$ cat config.mk
export PLATFORM = sky130hd
export DESIGN_NAME = cpalu_exec
export DESIGN_NICKNAME = d
export VERILOG_FILES = /design/src/rtl/cpalu_pkg.sv /design/src/rtl/cpalu_decode.sv /design/src/rtl/cpalu_shift.sv /design/src/rtl/cpalu_datapath.sv /design/src/rtl/cpalu_regfile.sv /design/src/rtl/cpalu_exec.sv
export SDC_FILE = /design/constraint.sdc
export NUM_CORES = 1
export LEC_CHECK = 0
export ABC_AREA = 0
export BUFFER_PORTS_ARGS = -buffer_cell sky130_fd_sc_hd__buf_2
export CORE_AREA = 5 5 138 140
export CTS_CLUSTER_SIZE = 12
export DETAILED_ROUTE_END_ITERATION = 8
export DIE_AREA = 0 0 143 145
export GPL_ROUTABILITY_DRIVEN = 0
export PLACE_DENSITY = 0.7
export SYNTH_ARGS = -nofsm -noshare
export SYNTH_HDL_FRONTEND = slang
export SYNTH_SLANG_ARGS = --single-unit
$ cat constraint.sdc
create_clock -name clk -period 10 [get_ports clk]
set_input_delay 1.5 -clock clk [delete_from_list [all_inputs] [get_ports clk]]
set_output_delay 1.5 -clock clk [all_outputs]
set_load 0.02 [all_outputs]
$ cat src/rtl/cpalu_pkg.sv
package cpalu_pkg;

   localparam int unsigned INSTR_W = 32;
   localparam int unsigned OPC_W   = 4;
   localparam int unsigned SUBT_W  = 3;
   localparam int unsigned SEL_W   = 4;
   localparam int unsigned IDX_W   = 2;
   localparam int unsigned NREG    = 1 << IDX_W;

   // field positions are fixed by the instruction encoding
   localparam int unsigned OPC_LSB  = 28;
   localparam int unsigned SUBT_LSB = 25;
   localparam int unsigned SEL_LSB  = 21;
   localparam int unsigned DST_LSB  = 0;
   localparam int unsigned SRC1_LSB = 2;
   localparam int unsigned SRC2_LSB = 4;

   typedef enum logic [SEL_W-1:0] {
      SEL_ADD  = 4'd0,
      SEL_SUB  = 4'd1,
      SEL_AND  = 4'd2,
      SEL_OR   = 4'd3,
      SEL_MOVE = 4'd4,
      SEL_LSH  = 4'd5,
      SEL_RSH  = 4'd6
   } alu_sel_e;

   typedef struct packed {
      logic             exec;
      logic             arith;
      alu_sel_e         sel;
      logic [IDX_W-1:0] dst;
      logic [IDX_W-1:0] src1;
      logic [IDX_W-1:0] src2;
   } alu_dec_t;

   function automatic logic sel_defined(input logic [SEL_W-1:0] s);
      return s <= SEL_W'(SEL_RSH);
   endfunction

endpackage

$ cat src/rtl/cpalu_decode.sv
module cpalu_decode
   import cpalu_pkg::*;
#(
   parameter int unsigned ALU_OPCODE = 7
) (
   input  logic [INSTR_W-1:0] instr,
   input  logic               vld,
   output alu_dec_t           dec
);

   logic [OPC_W-1:0]  opc;
   logic [SUBT_W-1:0] subt;
   logic [SEL_W-1:0]  sel_raw;
   logic              unused_mid;

   assign opc        = instr[OPC_LSB  +: OPC_W];
   assign subt       = instr[SUBT_LSB +: SUBT_W];
   assign sel_raw    = instr[SEL_LSB  +: SEL_W];
   assign unused_mid = ^instr[SEL_LSB-1:SRC2_LSB+IDX_W];

   always_comb begin
      dec       = '0;
      dec.sel   = alu_sel_e'(sel_raw);
      dec.dst   = instr[DST_LSB  +: IDX_W];
      dec.src1  = instr[SRC1_LSB +: IDX_W];
      dec.src2  = instr[SRC2_LSB +: IDX_W];
      dec.exec  = vld && (opc == OPC_W'(ALU_OPCODE)) && (subt == '0)
                  && sel_defined(sel_raw);
      dec.arith = (sel_raw == SEL_W'(SEL_ADD)) || (sel_raw == SEL_W'(SEL_SUB));
   end

endmodule

$ cat src/rtl/cpalu_shift.sv
module cpalu_shift #(
   parameter int unsigned DATA_W = 16,
   parameter int unsigned STAGED = 1
) (
   input  logic [DATA_W-1:0] val,
   input  logic [DATA_W-1:0] amt,
   input  logic              left,
   output logic [DATA_W-1:0] res
);

   localparam int unsigned SHW = $clog2(DATA_W);

   logic              over;
   logic [DATA_W-1:0] shifted;

   // any bit at or above SHW means the amount reaches the full width
   assign over = |amt[DATA_W-1:SHW];

   generate
      if (STAGED == 0) begin : g_flat
         assign shifted = left ? (val << amt[SHW-1:0]) : (val >> amt[SHW-1:0]);
      end else begin : g_log
         logic [DATA_W-1:0] stg [SHW+1];
         assign stg[0] = val;
         for (genvar k = 0; k < SHW; k++) begin : g_stage
            assign stg[k+1] = !amt[k] ? stg[k]
                            : left    ? (stg[k] << (2**k))
                                      : (stg[k] >> (2**k));
         end
         assign shifted = stg[SHW];
      end
   endgenerate

   assign res = over ? '0 : shifted;

endmodule

$ cat src/rtl/cpalu_datapath.sv
module cpalu_datapath
   import cpalu_pkg::*;
#(
   parameter int unsigned DATA_W = 16,
   parameter int unsigned STAGED = 1
) (
   input  alu_sel_e          sel,
   input  logic [DATA_W-1:0] a,
   input  logic [DATA_W-1:0] b,
   output logic [DATA_W-1:0] res,
   output logic              ovf
);

   logic [DATA_W:0]   sum_x;
   logic [DATA_W:0]   dif_x;
   logic [DATA_W-1:0] sh_res;

   // one extra bit holds the carry for ADD and the borrow for SUB
   assign sum_x = {1'b0, a} + {1'b0, b};
   assign dif_x = {1'b0, a} - {1'b0, b};

   cpalu_shift #(
      .DATA_W (DATA_W),
      .STAGED (STAGED)
   ) u_shift (
      .val  (a),
      .amt  (b),
      .left (sel == SEL_LSH),
      .res  (sh_res)
   );

   always_comb begin
      res = '0;
      ovf = 1'b0;
      unique case (sel)
         SEL_ADD:  begin res = sum_x[DATA_W-1:0]; ovf = sum_x[DATA_W]; end
         SEL_SUB:  begin res = dif_x[DATA_W-1:0]; ovf = dif_x[DATA_W]; end
         SEL_AND:  res = a & b;
         SEL_OR:   res = a | b;
         SEL_MOVE: res = a;
         SEL_LSH,
         SEL_RSH:  res = sh_res;
         default:  res = '0;
      endcase
   end

endmodule

$ cat src/rtl/cpalu_regfile.sv
module cpalu_regfile
   import cpalu_pkg::*;
#(
   parameter int unsigned DATA_W = 16
) (
   input  logic                   clk,
   input  logic                   rst,
   input  logic                   wr_en,
   input  logic [IDX_W-1:0]       wr_idx,
   input  logic [DATA_W-1:0]      wr_data,
   input  logic                   ovf_en,
   input  logic                   ovf_val,
   input  logic [IDX_W-1:0]       rd_a_idx,
   input  logic [IDX_W-1:0]       rd_b_idx,
   output logic [DATA_W-1:0]      rd_a,
   output logic [DATA_W-1:0]      rd_b,
   input  logic                   dbg_we,
   input  logic [IDX_W-1:0]       dbg_idx,
   input  logic [DATA_W-1:0]      dbg_wdata,
   output logic [DATA_W-1:0]      dbg_rdata,
   output logic [NREG*DATA_W-1:0] flat,
   output logic                   zero_q,
   output logic                   ovf_q
);

   logic [DATA_W-1:0] regs [NREG];

   generate
      for (genvar i = 0; i < NREG; i++) begin : g_reg
         always_ff @(posedge clk) begin
            if (rst) begin
               regs[i] <= '0;
            end else if (wr_en && wr_idx == IDX_W'(i)) begin
               regs[i] <= wr_data;
            end else if (dbg_we && dbg_idx == IDX_W'(i)) begin
               regs[i] <= dbg_wdata;
            end
         end
         assign flat[i*DATA_W +: DATA_W] = regs[i];
      end
   endgenerate

   always_ff @(posedge clk) begin
      if (rst) begin
         zero_q <= 1'b0;
         ovf_q  <= 1'b0;
      end else if (wr_en) begin
         zero_q <= (wr_data == '0);
         if (ovf_en) begin
            ovf_q <= ovf_val;
         end
      end
   end

   assign rd_a      = regs[rd_a_idx];
   assign rd_b      = regs[rd_b_idx];
   assign dbg_rdata = regs[dbg_idx];

endmodule

$ cat src/rtl/cpalu_exec.sv
module cpalu_exec
   import cpalu_pkg::*;
#(
   parameter int unsigned DATA_W     = 16,
   parameter int unsigned ALU_OPCODE = 7,
   parameter int unsigned STAGED     = 1
) (
   input  logic         clk,
   input  logic         rst,
   input  logic [31:0]  instr_i,
   input  logic         instr_vld_i,
   input  logic [1:0]   dbg_sel_i,
   input  logic         dbg_we_i,
   input  logic [DATA_W-1:0] dbg_wdata_i,
   output logic [DATA_W-1:0] dbg_rdata_o,
   output logic         zero_o,
   output logic         ovf_o
);

   localparam int unsigned SHW = $clog2(DATA_W);

   generate
      if (DATA_W < 4 || (1 << SHW) != DATA_W) begin : g_bad_width
         $error("cpalu_exec: DATA_W must be a power of two of at least 4");
      end
      if (ALU_OPCODE >= (1 << OPC_W)) begin : g_bad_opc
         $error("cpalu_exec: ALU_OPCODE does not fit the opcode field");
      end
      if (STAGED > 1) begin : g_bad_style
         $error("cpalu_exec: STAGED selects 0 (flat) or 1 (log stages)");
      end
   endgenerate

   alu_dec_t                 dec;
   logic [DATA_W-1:0]        op_a;
   logic [DATA_W-1:0]        op_b;
   logic [DATA_W-1:0]        alu_res;
   logic                     alu_ovf;
   logic [NREG*DATA_W-1:0]   rf_flat;

   cpalu_decode #(
      .ALU_OPCODE (ALU_OPCODE)
   ) u_dec (
      .instr (instr_i),
      .vld   (instr_vld_i),
      .dec   (dec)
   );

   cpalu_datapath #(
      .DATA_W (DATA_W),
      .STAGED (STAGED)
   ) u_dp (
      .sel (dec.sel),
      .a   (op_a),
      .b   (op_b),
      .res (alu_res),
      .ovf (alu_ovf)
   );

   cpalu_regfile #(
      .DATA_W (DATA_W)
   ) u_rf (
      .clk       (clk),
      .rst       (rst),
      .wr_en     (dec.exec),
      .wr_idx    (dec.dst),
      .wr_data   (alu_res),
      .ovf_en    (dec.arith),
      .ovf_val   (alu_ovf),
      .rd_a_idx  (dec.src1),
      .rd_b_idx  (dec.src2),
      .rd_a      (op_a),
      .rd_b      (op_b),
      .dbg_we    (dbg_we_i),
      .dbg_idx   (dbg_sel_i),
      .dbg_wdata (dbg_wdata_i),
      .dbg_rdata (dbg_rdata_o),
      .flat      (rf_flat),
      .zero_q    (zero_o),
      .ovf_q     (ovf_o)
   );

endmodule

==> metrics.log <==
INFO  metric run_status = complete, no violations
INFO  metric critical_path.reg2reg.startpoint = u_rf.regs[2][1]
INFO  metric synth_nets = between 900 and 1000
INFO  metric finalHoldViolCount = 0
INFO  metric drt-initial-drc-count = roughly 980
INFO  metric slew_headroom = between 10% and 20%
INFO  metric vdd.ir_drop.worst = 125.9 uV
INFO  metric fp.dieArea = approximately 21000 sq um
INFO  metric fraction_of_layout_instances_using_a_drive_strength_above_1 = approximately 17%
INFO  metric syn_inst = around 870
INFO  metric fin_crit_sh = 68.58%
INFO  metric timing_worst_slew_pin_value = ~1.2 ns
INFO  metric worst_hold_path_type = register to register
INFO  metric antenna_violating_nets_post_route = 0
INFO  metric post_layout_utilization_of_the_core = around 48%
INFO  metric std_cell_rows = 49
INFO  metric setup.reg_to_reg.worst_slack = approximately 4.5 ns
INFO  metric p_switching = 0.0004612 W
INFO  metric power.clock.fraction = 27.9%
INFO  metric ys_seq_area_share = 25.12%
INFO  metric grt_use_total = between 20% and 30%
INFO  metric clock_tree.buffer_depth = 2
INFO  metric synthToLayoutAreaGrowth = 9.274%
INFO  metric postCtsHoldBufs = 0
INFO  metric worst_setup_path_start_kind = primary input
INFO  metric hold-path-cell-count = 2
INFO  metric worst-setup-path-type = primary input to register
INFO  metric count_of_flip_flops_with_a_built_in_enable_after_synthesis = between 60 and 70
INFO  metric cellLeakagePower = 3.177 nW
INFO  metric clock_skew = between 0.006 and 0.007 ns
INFO  metric reg2reg_depth = 13
INFO  metric cts-buffers-inserted = 9
INFO  metric via_count = ~7700
INFO  metric max_cap_viol_count = 0
INFO  metric post-cts-setup-buffers = 0
INFO  metric finish.net_count = a little under 1000
INFO  metric worst-path-max-fanout = 28
INFO  metric power_report.internal_total = 0.0007327 W
INFO  metric power_density = roughly 140 nW/um^2
INFO  metric timing_max_transition_violations_final = 0
INFO  metric horiz_die_dim = about 140 um
INFO  metric antenna_cells = 0
INFO  metric netlist.top_cell.by_area = sky130_fd_sc_hd__edfxtp_1
INFO  metric count_of_boundary_i_o_pins = between 70 and 80
INFO  metric remaining_drc_errors = 0
INFO  metric yosys.cell_types.count = 76
INFO  metric clock_tree.root_cell = sky130_fd_sc_hd__clkbuf_16
INFO  metric effective_utilization_at_floorplan = between 40% and 50%
INFO  metric timing.fmax = around 150 MHz
INFO  metric wl_per_cell = 22.83 um
INFO  metric tmin_final = ~6.9 ns
INFO  metric number_of_antenna_violations_at_the_first_check_in_global_routing = 0
INFO  metric min_delay_src = u_rf.zero_q
INFO  metric syn-cell-area = 7811 sq um
INFO  metric postSynth.topFlopCell = sky130_fd_sc_hd__edfxtp_1
INFO  metric cts_sinks = 66
INFO  metric cp-end-kind = register
INFO  metric globalRoute.totalOverflow = 0
INFO  metric worst_hold_path.endpoint = u_rf.zero_q
INFO  metric synth.yosys.warnings = 0
INFO  metric die_h = between 100 and 150 um
INFO  metric power_switching_share = about 39%
INFO  metric cts.clk_slew.worst_paths = about 0.060 ns
INFO  metric fin_ws = ~3.1 ns
INFO  metric grt_setup_unrepaired = false
INFO  metric cts_resized = 0
INFO  metric grt_start_max_net_pins = between 50 and 60
INFO  metric h_tree_depth = 3
INFO  metric fp.coreArea = ~18000 sq um
INFO  metric clock_insertion_delay_worst_skew = 0.33 ns
INFO  metric post-synth-top-area-fraction = approximately 25%
INFO  metric totalWireLength = about 26 mm
INFO  metric via_count_of_the_first_global_routing_pass = 7056
INFO  metric global_route_wire_length_before_repair = around 39 mm
INFO  metric timing.rr.end = u_rf.regs[0][15]
INFO  metric setup_viol_count_final = 0
INFO  metric detailedPlace.worstSlack = about 2.8 ns
INFO  metric cp_data_arrival_time = around 6.9 ns
INFO  metric ys_async_sr_fraction = 0%
INFO  metric syn-mean-instance-area = approximately 9.0 sq um
INFO  metric share_seq_of_total_power = 28.4%
INFO  metric placement.io_buffers = between 50 and 60
INFO  metric cts_tree = done
INFO  metric comb_power_share = 43.8%
INFO  metric dp_hpwl = between 15 and 20 mm
INFO  metric drt_pre_antenna_iters = 6
INFO  metric yosys-top-cells-area = sky130_fd_sc_hd__edfxtp_1 (25%), sky130_fd_sc_hd__mux4_2 (13%), sky130_fd_sc_hd__ha_1 (8.5%), sky130_fd_sc_hd__nand2_1 (4.7%), sky130_fd_sc_hd__o21ai_0 (4.0%)
INFO  metric post_route_setup_tns = 0 ns
INFO  metric crit_required = between 10 and 15 ns
INFO  metric vias_per_std_cell = 6.865
INFO  metric ys_ff_latch = 66
-- power by group through the flow --
| stage | Clock (W) | Combinational (W) | Sequential (W) |
|---|---|---|---|
| 5_1_grt | 0.000349 | 0.000562 | 0.000341 |
| 2_1_floorplan | 0 | 0.000379 | 0.000338 |
| 6_report | 0.000333 | 0.000522 | 0.000339 |
| 4_1_cts | 0.000333 | 0.000511 | 0.000338 |
| 3_5_place_dp | 0 | 0.000508 | 0.000343 |
| 3_3_place_gp | 0 | 0.000505 | 0.000341 |
-- stage by stage --
step	hold WS [ns]	instances	total power, W	area (sq um)
floorplan	0.5742	867	0.0007171	7811
global placement	0.5086	1102	0.0008462	8217
detailed placement	0.5190	1102	0.0008517	8217
CTS	0.5269	1118	0.001182	8536
global route	0.5422	1118	0.001252	8536
finish	0.5169	1118	0.001194	8536
-- state kept, by name, indices dropped and copies added (netlist names) --
register,cells
u_rf.zero_q,1
u_rf.regs,64
u_rf.ovf_q,1
-- cell type report --
class | instances | area (sq um)
Timing Repair Buffer | 68 | 370.4
Multi-Input combinational cell | 697 | 5440
Inverter | 42 | 157.7
Fill cell | 1670 | 9183
Clock buffer | 9 | 225.2
Clock inverter | 7 | 93.84
Tap cell | 229 | 286.5
Sequential cell | 66 | 1962
-- synth_stat cells, types with 5 or more instances --
cell type                  number
sky130_fd_sc_hd__nand2b_1      10
sky130_fd_sc_hd__a221o_1        5
sky130_fd_sc_hd__or3_1          6
sky130_fd_sc_hd__o21bai_1       6
sky130_fd_sc_hd__a22o_1        32
sky130_fd_sc_hd__a221oi_1      16
sky130_fd_sc_hd__or4_1          7
sky130_fd_sc_hd__nor3_1        25
sky130_fd_sc_hd__nand4_1        8
sky130_fd_sc_hd__inv_1         41
sky130_fd_sc_hd__nand2_1       98
sky130_fd_sc_hd__o21ai_0       63
sky130_fd_sc_hd__a311oi_1       9
sky130_fd_sc_hd__a211oi_1      12
sky130_fd_sc_hd__o22ai_1        6
sky130_fd_sc_hd__clkbuf_1      38
sky130_fd_sc_hd__and2_1         7
sky130_fd_sc_hd__a31oi_1       17
sky130_fd_sc_hd__a21o_1         5
sky130_fd_sc_hd__buf_6          6
sky130_fd_sc_hd__o211ai_1       8
sky130_fd_sc_hd__edfxtp_1      64
sky130_fd_sc_hd__o31ai_1        8
sky130_fd_sc_hd__nor4_1         7
sky130_fd_sc_hd__nand3_1       22
sky130_fd_sc_hd__a21oi_1       50
sky130_fd_sc_hd__xnor2_1        7
sky130_fd_sc_hd__mux2i_1       14
sky130_fd_sc_hd__mux4_2        46
sky130_fd_sc_hd__buf_2          8
sky130_fd_sc_hd__nor2_1        66
sky130_fd_sc_hd__ha_1          53
sky130_fd_sc_hd__nor2b_1        6
sky130_fd_sc_hd__buf_1          8
-- placed cells by master, fill, tap and decap left out, drive strengths merged, types with 9 or more instances in the layout --
cell type	n
edfxtp	64
a21oi	51
nand2b	10
a31oi	17
clkbuf	9
o211ai	9
inv	41
mux2i	14
a311oi	10
o21ai	65
a22o	32
buf	68
nand2	100
o31ai	9
a211oi	12
nand4	9
ha	53
nand3	22
a221oi	16
mux4	48
nor2	67
nor3	25
-- worst max-delay path, stage by stage --
cell and delay [ns]:
sky130_fd_sc_hd__buf_2 0.48, sky130_fd_sc_hd__mux4_2 0.75, sky130_fd_sc_hd__buf_4 0.29, sky130_fd_sc_hd__ha_1 0.35
sky130_fd_sc_hd__o21ba_2 0.23, sky130_fd_sc_hd__or4_1 0.45, sky130_fd_sc_hd__a311o_1 0.42, sky130_fd_sc_hd__a21o_1 0.23
sky130_fd_sc_hd__a2111oi_1 0.53, sky130_fd_sc_hd__o21bai_1 0.22, sky130_fd_sc_hd__a2111oi_1 0.52, sky130_fd_sc_hd__a2111oi_2 0.11
sky130_fd_sc_hd__a2111oi_2 0.65, sky130_fd_sc_hd__o21ai_0 0.15
-- cells by family after synthesis --
group / after synthesis / share of synthesized area, %
xor gates and xnor gates: 9 / 1.009
DFF: 66 / 25.12
buffers and inverters: 104 / 5.798
muxes: 65 / 16.16
adders and majority gates: 55 / 9.002
and+or+nand+nor: 285 / 17.44
AOI/OAI and AO/OA: 283 / 25.47
-- metal layers --
layer,GRT usage [%],part of all wire [%],up-vias
li1,-,-,3427
met5,0,0,-
met1,32.05,39,3672
met2,39.00,47,510
met4,8.840,3.7,0
met3,3.093,10,66
-- how the worst max path moves through the flow --
stage | start | end
floorplan | instr_i[4] | u_rf.regs[0][15]
global placement | instr_i[4] | u_rf.regs[3][15]
detailed placement | instr_i[4] | u_rf.regs[3][15]
CTS | instr_i[4] | u_rf.regs[3][15]
global route | instr_i[4] | u_rf.regs[0][15]
finish | instr_i[4] | u_rf.regs[0][15]
No activity file was read; power rests on OpenSTA's default activity.
